$ cat config.mk
export PLATFORM = sky130hd
export DESIGN_NAME = gpio_csa_top
export DESIGN_NICKNAME = d
export VERILOG_FILES = /design/src/rtl/gpio_csa_pkg.sv /design/src/rtl/gpio_csa_owner.sv /design/src/rtl/gpio_csa_mask.sv /design/src/rtl/gpio_csa_bank.sv /design/src/rtl/gpio_csa_top.sv
export SDC_FILE = /design/constraint.sdc
export NUM_CORES = 1
export LEC_CHECK = 0
export ABC_AREA = 1
export BUFFER_PORTS_ARGS = -buffer_cell sky130_fd_sc_hd__buf_2
export CORE_MARGIN = 2
export CORE_UTILIZATION = 59
export DETAILED_ROUTE_END_ITERATION = 8
export PLACE_DENSITY = 0.89
export SETUP_SLACK_MARGIN = 0.05
export SLEW_MARGIN = 10
export SYNTH_ARGS = -nofsm -noshare
export SYNTH_HDL_FRONTEND = slang
export SYNTH_SLANG_ARGS = --single-unit
export TNS_END_PERCENT = 50
$ cat constraint.sdc
create_clock -name clk -period 32.4 [get_ports clk]
set_clock_uncertainty 0.1 [all_clocks]
set_input_delay 1.62 -clock clk [delete_from_list [all_inputs] [get_ports clk]]
set_output_delay 1.62 -clock clk [all_outputs]
set_load 0.01 [all_outputs]
$ cat src/rtl/gpio_csa_pkg.sv
package gpio_csa_pkg;
  typedef enum logic [1:0] {
    SRC_HOST  = 2'd0,
    SRC_LPC   = 2'd1,
    SRC_COPRO = 2'd2,
    SRC_RSVD  = 2'd3
  } src_code_e;

  typedef enum logic [2:0] {
    K_DOUT = 3'd0,
    K_OE   = 3'd1,
    K_IEN  = 3'd2,
    K_TOL  = 3'd3,
    K_DBNC = 3'd4,
    K_SRC0 = 3'd5,
    K_SRC1 = 3'd6,
    K_NONE = 3'd7
  } reg_kind_e;

  localparam int GRP_PER_BANK = 4;
  localparam int GRP_BITS     = 8;
  localparam int WORD_W       = GRP_PER_BANK * GRP_BITS;
endpackage

$ cat src/rtl/gpio_csa_owner.sv
module gpio_csa_owner
  import gpio_csa_pkg::*;
#(
  parameter int NUM_BANKS = 2,
  parameter int BANK_W    = 1,
  localparam int NG       = NUM_BANKS * GRP_PER_BANK
) (
  input  logic              clk,
  input  logic              rst_n,
  input  logic              wr_en,
  input  logic [1:0]        wr_master,
  input  logic [BANK_W-1:0] wr_bank,
  input  reg_kind_e         wr_kind,
  input  logic [GRP_PER_BANK-1:0] wr_bits,
  output logic [NG-1:0]     src0_q,
  output logic [NG-1:0]     src1_q,
  output logic [2*NG-1:0]   grp_code,
  output logic [NG-1:0]     grp_err
);
  logic [NG-1:0] src0_d, src1_d;
  logic          src0_we, src1_we;
  logic          bank_ok, host_wr;

  always_comb begin
    bank_ok = int'(wr_bank) < NUM_BANKS;
    host_wr = wr_en && (wr_master == SRC_HOST) && bank_ok;
    src0_we = host_wr && (wr_kind == K_SRC0);
    src1_we = host_wr && (wr_kind == K_SRC1);
    src0_d  = src0_q;
    src1_d  = src1_q;
    if (bank_ok) begin
      src0_d[int'(wr_bank)*GRP_PER_BANK +: GRP_PER_BANK] = wr_bits;
      src1_d[int'(wr_bank)*GRP_PER_BANK +: GRP_PER_BANK] = wr_bits;
    end
  end

  always_ff @(posedge clk or negedge rst_n) begin
    if (!rst_n) begin
      src0_q <= '0;
      src1_q <= '0;
    end else begin
      if (src0_we) src0_q <= src0_d;
      if (src1_we) src1_q <= src1_d;
    end
  end

  for (genvar i = 0; i < NG; i++) begin : g_code
    assign grp_code[2*i +: 2] = {src1_q[i], src0_q[i]};
    assign grp_err[i]         = src1_q[i] & src0_q[i];
  end

  // owner registers ignore every master except the host CPU
  assert_owner_host_only_R4: assert property (@(posedge clk) disable iff (!rst_n)
    (wr_en && wr_master != SRC_HOST) |=> ($stable(src0_q) && $stable(src1_q)));
endmodule

$ cat src/rtl/gpio_csa_mask.sv
module gpio_csa_mask
  import gpio_csa_pkg::*;
#(
  parameter int NG = 8
) (
  input  logic [2*NG-1:0] grp_code,
  input  logic [1:0]      wr_master,
  output logic [NG-1:0]   grp_allow
);
  for (genvar i = 0; i < NG; i++) begin : g_allow
    assign grp_allow[i] = (grp_code[2*i +: 2] == wr_master) &&
                          (grp_code[2*i +: 2] != SRC_RSVD);
  end
endmodule

$ cat src/rtl/gpio_csa_bank.sv
module gpio_csa_bank
  import gpio_csa_pkg::*;
(
  input  logic                    clk,
  input  logic                    rst_n,
  input  logic                    wr_sel,
  input  reg_kind_e               wr_kind,
  input  logic [WORD_W-1:0]       wr_data,
  input  logic [GRP_PER_BANK-1:0] grp_allow,
  output logic [WORD_W-1:0]       dout_q,
  output logic [WORD_W-1:0]       oe_q,
  output logic [WORD_W-1:0]       ien_q,
  output logic [WORD_W-1:0]       tol_q,
  output logic [WORD_W-1:0]       dbnc_q
);
  logic [WORD_W-1:0] bmask;
  logic [WORD_W-1:0] dout_d, oe_d, ien_d, tol_d, dbnc_d;
  logic              dout_we, oe_we, ien_we, tol_we, dbnc_we;

  always_comb begin
    for (int g = 0; g < GRP_PER_BANK; g++)
      bmask[g*GRP_BITS +: GRP_BITS] = {GRP_BITS{grp_allow[g]}};
    dout_we = wr_sel && (wr_kind == K_DOUT);
    oe_we   = wr_sel && (wr_kind == K_OE);
    ien_we  = wr_sel && (wr_kind == K_IEN);
    tol_we  = wr_sel && (wr_kind == K_TOL);
    dbnc_we = wr_sel && (wr_kind == K_DBNC);
    dout_d  = (dout_q & ~bmask) | (wr_data & bmask);
    oe_d    = (oe_q   & ~bmask) | (wr_data & bmask);
    ien_d   = (ien_q  & ~bmask) | (wr_data & bmask);
    tol_d   = (tol_q  & ~bmask) | (wr_data & bmask);
    dbnc_d  = wr_data;
  end

  always_ff @(posedge clk or negedge rst_n) begin
    if (!rst_n) begin
      dout_q <= '0;
      oe_q   <= '0;
      ien_q  <= '0;
      tol_q  <= '0;
      dbnc_q <= '0;
    end else begin
      if (dout_we) dout_q <= dout_d;
      if (oe_we)   oe_q   <= oe_d;
      if (ien_we)  ien_q  <= ien_d;
      if (tol_we)  tol_q  <= tol_d;
      if (dbnc_we) dbnc_q <= dbnc_d;
    end
  end

  for (genvar g = 0; g < GRP_PER_BANK; g++) begin : g_chk
    // a byte whose group the writer does not own keeps its value
    assert_nonowner_hold_R3: assert property (@(posedge clk) disable iff (!rst_n)
      (wr_sel && wr_kind == K_DOUT && !grp_allow[g]) |=>
        $stable(dout_q[g*GRP_BITS +: GRP_BITS]));
  end

  // debounce select takes the whole word from any master
  assert_dbnc_ungated_R5: assert property (@(posedge clk) disable iff (!rst_n)
    (wr_sel && wr_kind == K_DBNC) |=> (dbnc_q == $past(wr_data)));
endmodule

$ cat src/rtl/gpio_csa_top.sv
module gpio_csa_top
  import gpio_csa_pkg::*;
#(
  parameter int NUM_BANKS = 2,
  localparam int BANK_W   = (NUM_BANKS > 1) ? $clog2(NUM_BANKS) : 1,
  localparam int ADDR_W   = BANK_W + 3,
  localparam int NG       = NUM_BANKS * GRP_PER_BANK,
  localparam int FLAT_W   = NUM_BANKS * WORD_W
) (
  input  logic              clk,
  input  logic              rst_n,
  input  logic              wr_en,
  input  logic [1:0]        wr_master,
  input  logic [ADDR_W-1:0] wr_addr,
  input  logic [31:0]       wr_data,
  input  logic [ADDR_W-1:0] rd_addr,
  output logic [31:0]       rd_data,
  output logic [FLAT_W-1:0] gpio_dout,
  output logic [FLAT_W-1:0] gpio_oe,
  output logic [FLAT_W-1:0] irq_en,
  output logic [FLAT_W-1:0] tol_en,
  output logic [FLAT_W-1:0] dbnc_sel,
  output logic [NG-1:0]     grp_err
);
  logic [1:0]              rst_sync;
  logic                    rst_in_n;
  logic [BANK_W-1:0]       wr_bank, rd_bank;
  reg_kind_e               wr_kind, rd_kind;
  logic [GRP_PER_BANK-1:0] wr_bits;
  logic [NG-1:0]           src0_q, src1_q, grp_allow;
  logic [2*NG-1:0]         grp_code;

  always_ff @(posedge clk or negedge rst_n) begin
    if (!rst_n) rst_sync <= 2'b00;
    else        rst_sync <= {rst_sync[0], 1'b1};
  end
  assign rst_in_n = rst_sync[1];

  assign wr_bank = wr_addr[ADDR_W-1:3];
  assign wr_kind = reg_kind_e'(wr_addr[2:0]);
  assign rd_bank = rd_addr[ADDR_W-1:3];
  assign rd_kind = reg_kind_e'(rd_addr[2:0]);

  for (genvar g = 0; g < GRP_PER_BANK; g++) begin : g_bits
    assign wr_bits[g] = wr_data[g*GRP_BITS];
  end

  gpio_csa_owner #(.NUM_BANKS(NUM_BANKS), .BANK_W(BANK_W)) u_owner (
    .clk(clk), .rst_n(rst_in_n), .wr_en(wr_en), .wr_master(wr_master),
    .wr_bank(wr_bank), .wr_kind(wr_kind), .wr_bits(wr_bits),
    .src0_q(src0_q), .src1_q(src1_q), .grp_code(grp_code), .grp_err(grp_err)
  );

  gpio_csa_mask #(.NG(NG)) u_mask (
    .grp_code(grp_code), .wr_master(wr_master), .grp_allow(grp_allow)
  );

  for (genvar b = 0; b < NUM_BANKS; b++) begin : g_bank
    logic bank_sel;
    assign bank_sel = wr_en && (int'(wr_bank) == b);
    gpio_csa_bank u_bank (
      .clk(clk), .rst_n(rst_in_n), .wr_sel(bank_sel), .wr_kind(wr_kind),
      .wr_data(wr_data), .grp_allow(grp_allow[b*GRP_PER_BANK +: GRP_PER_BANK]),
      .dout_q(gpio_dout[b*WORD_W +: WORD_W]), .oe_q(gpio_oe[b*WORD_W +: WORD_W]),
      .ien_q(irq_en[b*WORD_W +: WORD_W]), .tol_q(tol_en[b*WORD_W +: WORD_W]),
      .dbnc_q(dbnc_sel[b*WORD_W +: WORD_W])
    );
  end

  always_comb begin
    rd_data = '0;
    if (int'(rd_bank) < NUM_BANKS) begin
      case (rd_kind)
        K_DOUT: rd_data = gpio_dout[int'(rd_bank)*WORD_W +: WORD_W];
        K_OE:   rd_data = gpio_oe[int'(rd_bank)*WORD_W +: WORD_W];
        K_IEN:  rd_data = irq_en[int'(rd_bank)*WORD_W +: WORD_W];
        K_TOL:  rd_data = tol_en[int'(rd_bank)*WORD_W +: WORD_W];
        K_DBNC: rd_data = dbnc_sel[int'(rd_bank)*WORD_W +: WORD_W];
        K_SRC0: for (int g = 0; g < GRP_PER_BANK; g++)
                  rd_data[g*GRP_BITS] = src0_q[int'(rd_bank)*GRP_PER_BANK + g];
        K_SRC1: for (int g = 0; g < GRP_PER_BANK; g++)
                  rd_data[g*GRP_BITS] = src1_q[int'(rd_bank)*GRP_PER_BANK + g];
        default: rd_data = '0;
      endcase
    end
  end

  for (genvar i = 0; i < NG; i++) begin : g_err_chk
    // a group holding the reserved code accepts no write from any master
    assert_rsvd_blocks_R6: assert property (@(posedge clk) disable iff (!rst_in_n)
      grp_err[i] |=> ($stable(gpio_dout[i*GRP_BITS +: GRP_BITS]) &&
                      $stable(gpio_oe[i*GRP_BITS +: GRP_BITS]) &&
                      $stable(irq_en[i*GRP_BITS +: GRP_BITS]) &&
                      $stable(tol_en[i*GRP_BITS +: GRP_BITS])));
  end

  // owner words read back only the code bits
  assert_src_read_bits_R2: assert property (@(posedge clk) disable iff (!rst_in_n)
    (rd_kind == K_SRC0 || rd_kind == K_SRC1) |->
      ((rd_data & ~32'h0101_0101) == 32'h0));
endmodule

# After elaboration in Yosys (flattened, before gate mapping)
# Index checks and enable logic that the tools add are counted.
[classes] n_eq_ne=28 n_addsub=4 magnitude_cmp=4 shifts=7 n_reduce_logical=26 mux=32 bitwise_logic=29
[op_table] op="32-bit bitwise AND" count=10
[op_table] op="64-bit by 7-bit variable part select with 32-bit output" count=5
[op_table] op="32-bit bitwise OR" count=8
[op_table] op="7-bit one-hot mux with 5 select lines" count=4
[op_table] op="32-bit NOT" count=2
[op_table] op="3-bit negation with 33-bit output" count=1
[op_table] op="4-bit by 33-bit variable shift with 8-bit output (first input constant)" count=1
[op_table] op="4-bit by 33-bit variable part select with 8-bit output" count=1
[op_table] op="1-bit one-hot mux with 7 select lines" count=4
[op_table] op="1-bit logical AND" count=23
[op_table] op="1-bit binary-select mux with 3-bit select" count=6
[op_table] op="3-bit == test (second input constant)" count=6
[op_table] op="8-bit bitwise mux" count=2
[op_table] op="2-bit == test" count=8
[op_table] op="1-bit 2-to-1 mux" count=16
[op_table] op="2-bit != test (second input constant)" count=8
[op_table] op="3-bit by 2-bit == test with 1-bit output (second input constant)" count=4
[op_table] op="4-bit less-than comparator (second input constant)" count=3
[op_table] op="3-bit by 2-bit adder with 4-bit output (second input constant)" count=2
[op_table] op="1-bit bitwise AND" count=8
[op_table] op="3-bit by 1-bit == test with 1-bit output (second input constant)" count=2
[op_table] op="3-bit zero test" count=2
[op_table] op="3-bit by 1-bit adder with 4-bit output (second input constant)" count=1
[op_table] op="3-bit by 4-bit less-than comparator with 1-bit output (second input constant)" count=1
[op_table] op="other kinds (2)" count=2
[word_totals] reg_bits=338 word_cells=143 in_bits=45

# Logic depth before layout (Yosys ltp)
[depth] depth_word=5 ltp_mapped=10 mapped_depth_nobuf=7

# Modules after synthesis
# From an unflattened synthesis, not the netlist that was laid out.
[unflattened] cells_unflattened=2484 hier_area_um2=17523.1
[modules_own_cells] module="gpio_csa_bank" instances=2 cells_per_inst=712 area_each_um2=6414.9
[modules_own_cells] module="gpio_csa_top" instances=1 cells_per_inst=880 area_each_um2=3458.3
[modules_own_cells] module="gpio_csa_owner" instances=1 cells_per_inst=112 area_each_um2=909.6
[modules_own_cells] module="gpio_csa_mask" instances=1 cells_per_inst=68 area_each_um2=325.3

# Least setup slack after synthesis
# OpenSTA, ideal clock, no wires.
[synth_timing] path_kind="input port to output port" startpoint="in rd_addr[3]" endpoint="out rd_data[10]" path_stages=8 slack_ps=28101 arrival_time_ps=2579 cell_sequence="buf_2 inv_2 buf_2 buf_1 nand2_1 nand2_1 nand2_1 nand2_1"
[synth_via] elab_chain_cells=2
[synth_lines] item="from (decl)" line_no="gpio_csa_top.sv:16" text="input logic [ADDR_W-1:0] rd_addr,"
[synth_lines] item="64-bit by 7-bit variable part select with 32-bit output, on equally long branches"
[synth_lines] item="7-bit one-hot mux with 5 select lines *" line_no="gpio_csa_top.sv:73" text="case (rd_kind)"
[synth_lines] item="to (decl)" line_no="gpio_csa_top.sv:17" text="output logic [31:0] rd_data,"
# Mark *: on every way between the ends. The rest lies on a longest branch, timed or not.

# Worst setup path after layout
[layout_timing] startpoint="in rd_addr[3]" endpoint="out rd_data[1]"
# The elaborated chain is that of the path after synthesis.

==> results.toml <==
[run_status]
outcome = "completed"

[sta]
finalCriticalPeriod_ps = 6134
worstMarginPinSlew_ps = 1054
post-route-period-util_pct = 18.93
finalSetupTns_ps = 0
rsz0062_at_grt = "no"
drv_slew = 0
slew_headroom_pct = 29.75
hold_viol_final = 0
finalSetupViolCount = 0
fmax_ghz = 0.1630

[synthesis]
mappedNetlistArea_um2 = 17810
syn_avg_cell_area_um2 = 7.400
ys_ff_latch = 338
syn_nets = 2452
ys_seq_area_share_pct = 47.49
synth_cell_types = 30
synth_warnings = 0
syn_inst = 2407

[drt]
routed_wl_mm = 68.79
drc = 0
vias = 18730
drt_iter0_markers = 2136
antenna_left = 0
vias_per_cell = 5.968
wire_per_inst_um = 21.91
firstDrtPassIters = 6

[clock_tree]
h-tree-depth = 2
cts_tree = "built"
cts_sinks = 338
cts_resized = 0
cts_hold_buffers = 0
cts_max_path_buffers = 3
cts_buffers = 38
root_buffer = "clkbuf_16"
clk-insertion-delay-late_ps = 540
path_clk_slew_ps = 60
post-cts-setup-buffer-count = 0

[pwr]
irDropWorstVdd_mv = 0.05068
p_leak_nw = 12.45
power_density_nw_per_um2 = 62.27

[final_layout]
instances_no_fill = 3139
area_delta_synth_final_pct = 17.48
drive_gt1_share_pct = 20.44
final_net_count = 2764
final_area_um2 = 20930
layout_commonest_cell = "nand2_1"
mostFrequentLayoutCells = "nand2_1 (1325), buf_2 (403), dfrtp_1 (337), nand3_1 (174), o21ai_0 (108)"

[placed_design]
globalplace.congestion = 1.064
placed_area_um2 = 19680
dp.cells = 3069
port_buffers = 404
hpwl_mm = 46.68

[global_routing]
grt_max_degree = 107
antenna_found_initial = 4
grt_overflow = 0
track_usage_pct = 43.48
grt_pass1_wl_mm = 103.7
grt_pass1_vias = 17880

[worst_setup_path]
worst_setup_path_end_kind = "primary output"
critical_path.top_delay_family = "buffers and inverters"
cp.required_ps = 30680
cp_max_fo = 106
worstPathArrival_ps = 4410
path_class = "primary input to primary output"
crit_top_cell = "nand2_1"
cp-start-kind = "primary input"
timing.critical_path.cells = "buf_6 > inv_4 > buf_4 > nand2_1 > nand2_1 > nand2_1 > nand2_1 > nor2_1 > nand2_1 > buf_2"
cpPeakStageDelay_ps = 790
crit_start = "rd_addr[3]"
crit_buf_inv = 4
timing.rr.start = "rst_sync[1]"
slowest_stage = "buf_4"
r2r_setup_slack_ps = 29640

[floorplan]
fp.dieW_um = 177.8
core_area_um2 = 29720
dieArea_um2 = 31600
start_util_pct = 59.94
ioPinCount = 405
die_h_um = 177.8
rows = 63

[worst_hold_path]
hold_class = "flip-flop to async pin"

[flow_run]
maxCapViolCount = 0
per-layer routing:
layer	part of all wire, %	track usage (%)
met5	0	0
met4	8.6	30.98
met3	13	12.90
met2	47	70.69
met1	32	48.90
cell type report:
type                    count  area [um2]
repair buffers            426        2193
clock buffers              62        1162
multi-input cells        1825        8192
well taps                 390       488.0
fillers                  2394        8792
clock inverters             4       77.57
diodes                      4       10.01
inverters                  90       340.3
flip-flops and latches    338        8462
kinds of logic (layout without fill, tap and decap cells):
logic type,Yosys count,in the layout,share of synthesized area (%)
mux,7,7,0.4426
flops,338,338,47.49
compound gates,112,112,3.147
simple gates,1700,1700,41.61
xor+xnor,5,5,0.6041
other cells,1,5,0.02105
buf+inv,244,582,6.694
synth_stat cells (all sizes together):
cell | count | share of area (%)
a21oi | 4 | 0.11
buf | 100 | 3.6
clkbuf | 54 | 1.2
conb | 1 | 0.021
dfrtp | 338 | 47
inv | 90 | 1.9
mux2 | 7 | 0.44
nand2 | 1329 | 28
nand3 | 209 | 7.7
nand4 | 98 | 3.5
nor2 | 61 | 2.1
nor3 | 2 | 0.11
o21ai | 108 | 3.0
or2 | 1 | 0.035
xnor2 | 4 | 0.55
xor2 | 1 | 0.049
metrics by stage:
step                total power [W]  worst slack (ps)  hold slack, ps  utilization, %
detailed placement        0.0008631             26470           242.8           66.21
finish                     0.001303             26270           248.2           70.41
global placement          0.0008511             26560           237.5           66.21
floorplan                 0.0007204             22180           231.2               -
global route               0.001354             26090           268.3           70.41
CTS                        0.001292             26480           254.8           70.38
where the power goes:
group	internal (W)	switching, W	total [W]
Sequential	0.000490	0.0000700	0.000560
Clock	0.000260	0.000175	0.000436
Combinational	0.000102	0.000206	0.000308
Total	0.000852	0.000451	0.00130
worst paths after layout:
kind / endpoint / cells past startpoint
worst max-delay path: rd_data[1] / 10
worst min-delay path: g_bank[0].u_bank.dbnc_q[26] / 0
worst max register to register: async pin / 2
worst min register to register: g_bank[0].u_bank.dbnc_q[26] / 0
max in group asynchronous: async pin / 2
min in group clk: rst_sync[1] / 0
worst register-to-register path: stages (launching register included):
cell and delay (ps):
dfrtp_4 820, buf_4 830, buf_4 910
(Power assumes the default switching activity.)
